$ cat config.mk
export PLATFORM = sky130hd
export DESIGN_NAME = pwmch_top
export DESIGN_NICKNAME = d
export VERILOG_FILES = /design/src/rtl/pwmch_pkg.sv /design/src/rtl/pwmch_ctrl.sv /design/src/rtl/pwmch_data.sv /design/src/rtl/pwmch_top.sv
export SDC_FILE = /design/constraint.sdc
export NUM_CORES = 1
export LEC_CHECK = 0
export BUFFER_PORTS_ARGS = -buffer_cell sky130_fd_sc_hd__buf_2
export CAP_MARGIN = 20
export CORE_MARGIN = 1
export CORE_UTILIZATION = 54
export CTS_CLUSTER_SIZE = 10
export DETAILED_ROUTE_END_ITERATION = 12
export HOLD_SLACK_MARGIN = 0.03
export PLACE_DENSITY = 0.84
export SYNTH_ARGS = -nofsm -noshare
export SYNTH_HDL_FRONTEND = slang
export SYNTH_SLANG_ARGS = --single-unit
$ cat constraint.sdc
create_clock -name clk -period 3.9 [get_ports clk]
set_input_delay 0.195 -clock clk [delete_from_list [all_inputs] [get_ports clk]]
set_output_delay 0.195 -clock clk [all_outputs]
set_load 0.1 [all_outputs]
$ cat src/rtl/pwmch_pkg.sv
package pwmch_pkg;

  typedef enum logic [1:0] {
    ACT_LOW  = 2'd0,
    ACT_HIGH = 2'd1,
    ACT_KEEP = 2'd2,
    ACT_FLIP = 2'd3
  } act_e;

  // strobes from control to datapath, one cycle each
  typedef struct packed {
    logic startEv;
    logic stopEv;
    logic cycStart;
    logic perHit;
    logic cmpHit;
    logic xfer;
  } strobe_t;

  function automatic logic applyAct(input act_e a, input logic cur);
    case (a)
      ACT_LOW:  applyAct = 1'b0;
      ACT_HIGH: applyAct = 1'b1;
      ACT_KEEP: applyAct = cur;
      default:  applyAct = ~cur;
    endcase
  endfunction

endpackage

$ cat src/rtl/pwmch_ctrl.sv
module pwmch_ctrl
  import pwmch_pkg::*;
#(
  parameter int W = 16
) (
  input  logic         clk,
  input  logic         rstN,
  input  logic [W-1:0] cnt,
  input  logic [W-1:0] cmpVal,
  input  logic         run,
  input  logic         perMatch,
  input  logic         ovf,
  input  logic         unf,
  input  logic         peak,
  input  logic         valley,
  input  logic         cntClr,
  input  logic         triMode,
  input  logic         bufEn,
  input  logic [1:0]   bufSel,
  output strobe_t      stb
);

  logic runD;

  always_ff @(posedge clk or negedge rstN) begin
    if (!rstN) runD <= 1'b0;
    else       runD <= run;
  end

  logic sawWrap;
  logic triXfer;

  always_comb begin
    sawWrap      = ovf | unf;
    triXfer      = (bufSel[0] & peak) | (bufSel[1] & valley);
    stb.startEv  = run & ~runD;
    stb.stopEv   = ~run & runD;
    stb.cycStart = run & (triMode ? valley : sawWrap);
    stb.perHit   = run & perMatch;
    stb.cmpHit   = run & (cnt == cmpVal);
    stb.xfer     = bufEn & (triMode ? triXfer : (sawWrap | cntClr));
  end

endmodule

$ cat src/rtl/pwmch_data.sv
module pwmch_data
  import pwmch_pkg::*;
#(
  parameter int W = 16
) (
  input  logic         clk,
  input  logic         rstN,
  input  strobe_t      stb,
  input  logic [1:0]   startAct,
  input  logic [1:0]   stopAct,
  input  logic [1:0]   cmpAct,
  input  logic [1:0]   perAct,
  input  logic         forceWr,
  input  logic [1:0]   forceCode,
  input  logic         bufEn,
  input  logic         wrEn,
  input  logic [W-1:0] wrData,
  input  logic         evtEn,
  input  logic         flagClr,
  output logic [W-1:0] cmpVal,
  output logic         level,
  output logic         flag,
  output logic         evt
);

  logic [W-1:0] bufReg;
  logic [1:0]   pend;
  logic         nextLvl;

  // start and stop have no invert: code 3 keeps
  function automatic act_e edgeAct(input logic [1:0] c);
    edgeAct = (c == 2'd3) ? ACT_KEEP : act_e'(c);
  endfunction

  always_comb begin
    if (stb.startEv)                 nextLvl = applyAct(edgeAct(startAct), level);
    else if (stb.stopEv)             nextLvl = applyAct(edgeAct(stopAct), level);
    else if (stb.cycStart && pend[1]) nextLvl = pend[0];
    else if (stb.perHit)             nextLvl = applyAct(act_e'(perAct), level);
    else if (stb.cmpHit)             nextLvl = applyAct(act_e'(cmpAct), level);
    else                             nextLvl = level;
  end

  always_ff @(posedge clk or negedge rstN) begin
    if (!rstN) begin
      cmpVal <= '0;
      bufReg <= '0;
      level  <= 1'b0;
      pend   <= 2'b00;
      flag   <= 1'b0;
      evt    <= 1'b0;
    end else begin
      level <= nextLvl;
      if (stb.xfer) cmpVal <= bufReg;
      if (wrEn) begin
        if (bufEn) bufReg <= wrData;
        else       cmpVal <= wrData;
      end
      if (forceWr)           pend <= forceCode[1] ? forceCode : 2'b00;
      else if (stb.cycStart) pend <= 2'b00;
      if (stb.cmpHit)    flag <= 1'b1;
      else if (flagClr)  flag <= 1'b0;
      evt <= stb.cmpHit & evtEn;
    end
  end

endmodule

$ cat src/rtl/pwmch_top.sv
module pwmch_top
  import pwmch_pkg::*;
#(
  parameter int W = 16
) (
  input  logic         clk,
  input  logic         rstN,
  input  logic [W-1:0] cnt,
  input  logic         run,
  input  logic         perMatch,
  input  logic         ovf,
  input  logic         unf,
  input  logic         peak,
  input  logic         valley,
  input  logic         cntClr,
  input  logic         triMode,
  input  logic [1:0]   startAct,
  input  logic [1:0]   stopAct,
  input  logic [1:0]   cmpAct,
  input  logic [1:0]   perAct,
  input  logic         outEn,
  input  logic         forceWr,
  input  logic [1:0]   forceCode,
  input  logic         bufEn,
  input  logic [1:0]   bufSel,
  input  logic         wrEn,
  input  logic [W-1:0] wrData,
  input  logic         evtEn,
  input  logic         flagClr,
  output logic         pwmOut,
  output logic         cmpFlag,
  output logic         cmpEvt
);

  strobe_t      stb;
  logic [W-1:0] cmpVal;
  logic         level;

  pwmch_ctrl #(.W(W)) u_ctrl (
    .clk(clk), .rstN(rstN), .cnt(cnt), .cmpVal(cmpVal), .run(run),
    .perMatch(perMatch), .ovf(ovf), .unf(unf), .peak(peak), .valley(valley),
    .cntClr(cntClr), .triMode(triMode), .bufEn(bufEn), .bufSel(bufSel),
    .stb(stb)
  );

  pwmch_data #(.W(W)) u_data (
    .clk(clk), .rstN(rstN), .stb(stb), .startAct(startAct), .stopAct(stopAct),
    .cmpAct(cmpAct), .perAct(perAct), .forceWr(forceWr), .forceCode(forceCode),
    .bufEn(bufEn), .wrEn(wrEn), .wrData(wrData), .evtEn(evtEn),
    .flagClr(flagClr), .cmpVal(cmpVal), .level(level), .flag(cmpFlag),
    .evt(cmpEvt)
  );

  assign pwmOut = outEn & level;

endmodule

==> flow_summary.json <==
{
  "firstDrtPassIters": 4,
  "fin_worst_skew_ns": 0.00832,
  "yosys-top-cells-area": "dfrtp_1 (49%), mux2_2 (9.2%), mux2i_1 (8.7%), xor2_1 (7.2%), o21ai_0 (4.9%)",
  "grt-ovfl-total": 0,
  "endpoint_kind": "flip-flop",
  "ys_types": 36,
  "clock_sinks": 38,
  "ys_seq_area_frac": 0.487,
  "synth.most_common_cell": "dfrtp_1",
  "yosys.area.top_type": "dfrtp_1",
  "synth_edf_count": 0,
  "grt_pass1_wl_mm": 6.95,
  "power.total_uw": 973,
  "fin_crit_sh": 0.486,
  "synthCells": 176,
  "synth_common_cells": "dfrtp_1 (38), nand2_1 (22), o21ai_0 (19)",
  "grt_pass1_vias": 1541,
  "drt_iter0_drc": 105,
  "worstMarginPinSlew_ns": 0.815,
  "layout.nets": 306,
  "ys.flop_type": "dfrtp_1",
  "hold_viol": 0,
  "cp_cell_sequence": "xor2_1, nor4_1, nand4_1, nor3_2, o21ai_1, mux2_4",
  "syn_area_mm2": 0.00195,
  "place.gp.congestion": 0.839,
  "clock_latency_ns": 0.35,
  "worst-path-buf-inv": 0,
  "rsz0062_at_grt": "no",
  "ctsHtreeMaxLevel": 2,
  "synth_area_per_cell_um2": 11.1,
  "ys_seq_elements": 38,
  "maxCapViolations": 0,
  "p_per_area_mw_per_mm2": 404,
  "final.min_clock_period_ns": 1.90,
  "postCtsSetupBuffers": 0,
  "drive_gt1_frac": 0.389,
  "grt_antenna_before_repair": 0,
  "portBuffers": 62,
  "critPathMaxFanout": 3,
  "pin_count": 63,
  "setup_viol": 0,
  "cp.arrival_ns": 2.14,
  "slew_violations": 0,
  "outcome": "finished clean",
  "ant_nets": 0,
  "grt_max_degree": 39,
  "grt_usage": 0.235,
  "syn-num-nets": 239,
  "num_vias": 1559,
  "postCtsResizedCells": 0,
  "diodes": 0,
  "core_mm2": 0.00339,
  "min_path_type": "input pin to flip-flop",
  "nFillCells": 267,
  "die_w_um": 62.1,
  "tns_ns": 0,
  "wl_mm": 4.25,
  "cts_buffer_depth": 2,
  "ys_warn_count": 0,
  "ys_async_sr_fraction": 1.00,
  "dp_hpwl_mm": 2.98,
  "numCtsBuffers": 5,
  "clk_pin_slew_worst_paths_ns": 0.12,
  "drc_errors": 0,
  "cp_top_family": "simple AND/OR/NAND/NOR gates",
  "die-area_mm2": 0.00386,
  "max_stage_delay_ns": 0.41,
  "fp.dieH_um": 62.1,
  "via_per_inst": 5.38,
  "crit_required_ns": 4.14,
  "wire_per_inst_um": 14.7,
  "leakage_nw": 1.18,
  "start_util": 0.575,
  "cts_tree": "done",
  "area.growth.synth_to_final_pct": 23.5,
  "cts_root_buf": "clkbuf_4",
  "synth_top_area_share": 0.487,
  "crit_slowest_cell": "dfrtp_1",
  "fmax_mhz": 527,
  "core.rowCount": 21,
  "crit_path_start_kind": "flip-flop",
  "path_class": "flip-flop to flip-flop",
  "slew_headroom": 0.457,
  "peakVddDrop_v": 0.000324
}
## sequential cells by signal, indices dropped and copies added (netlist names)
signal,count
u_data.bufReg,16
u_data.cmpVal,16
u_data.pend,2
u_ctrl.runD,1
u_data.evt,1
u_data.flag,1
u_data.level,1
## through the flow
stage	cells	utilization	setup slack, ns	instance area [um2]	hold slack (ns)
floorplan	176	-	2.25	1950	-0.101
global placement	280	0.680	2.12	2310	0.334
detailed placement	280	0.680	2.05	2310	0.330
CTS	289	0.706	2.03	2390	0.0330
global route	290	0.711	1.90	2410	0.0382
finish	290	0.711	2.00	2410	0.0418
## where the power goes
part	internal [mW]	switching (mW)
Clock	0.133	0.131
Sequential	0.453	0.0423
Combinational	0.106	0.107
Total	0.692	0.281
## cell families after synthesis
group                      synth area share
AOI/OAI and AO/OA                     0.101
muxes                                 0.187
xor gates and xnor gates             0.0718
and+or+nand+nor                       0.114
buffers and inverters                0.0192
DFF                                   0.487
adders and majority gates            0.0192
## placed cells by master, fill, tap and decap left out, types with 2 or more instances in the layout
master	n
o31ai_1	2
buf_2	62
o21ai_0	19
nor4_1	5
nand2_1	22
nand3_1	3
a22oi_1	2
a21oi_1	2
clkinv_2	2
clkbuf_4	5
inv_1	4
ha_1	3
nor2_1	2
mux2i_1	17
dfrtp_1	38
mux2_2	16
xor2_1	16
## path summary, 6_finish.rpt
kind | startpoint | end | slack (ns) | cells past startpoint
max in group asynchronous | rstN | u_data.pend[0] | 2.92 | 2
max reg2reg | u_data.cmpVal[14] | u_data.level | 2.00 | 6
min in group asynchronous | rstN | u_data.bufReg[13] | 0.46 | 2
min reg2reg | u_data.flag | u_data.flag | 0.51 | 1
min | run | u_ctrl.runD | 0.04 | 1
max | u_data.cmpVal[14] | u_data.level | 2.00 | 6
## repair_timing
| item | 4_1_cts | 5_1_grt |
|---|---|---|
| hold endpoints to repair | 38 | 0 |
| setup endpoints to repair | 0 | 0 |
| hold buffers | 1 | 0 |
## area by class of cell
| type | count | area (um2) | share of cell area |
|---|---|---|---|
| multi-input cells | 129 | 965 | 0.401 |
| repair buffers | 65 | 343 | 0.142 |
| clock inverters | 3 | 40.0 | 0.0166 |
| flip-flops and latches | 38 | 951 | 0.395 |
| inverters | 4 | 15.0 | 0.00623 |
| clock buffers | 5 | 37.5 | 0.0156 |
| well taps | 46 | 57.6 | 0.0239 |
## per-layer routing
layer  GRT usage  part of all wire
met1       0.304              0.44
met4       0.128             0.023
met3      0.0478             0.051
met5           0                 0
met2       0.370              0.49
Power figures use the tool's default switching activity.
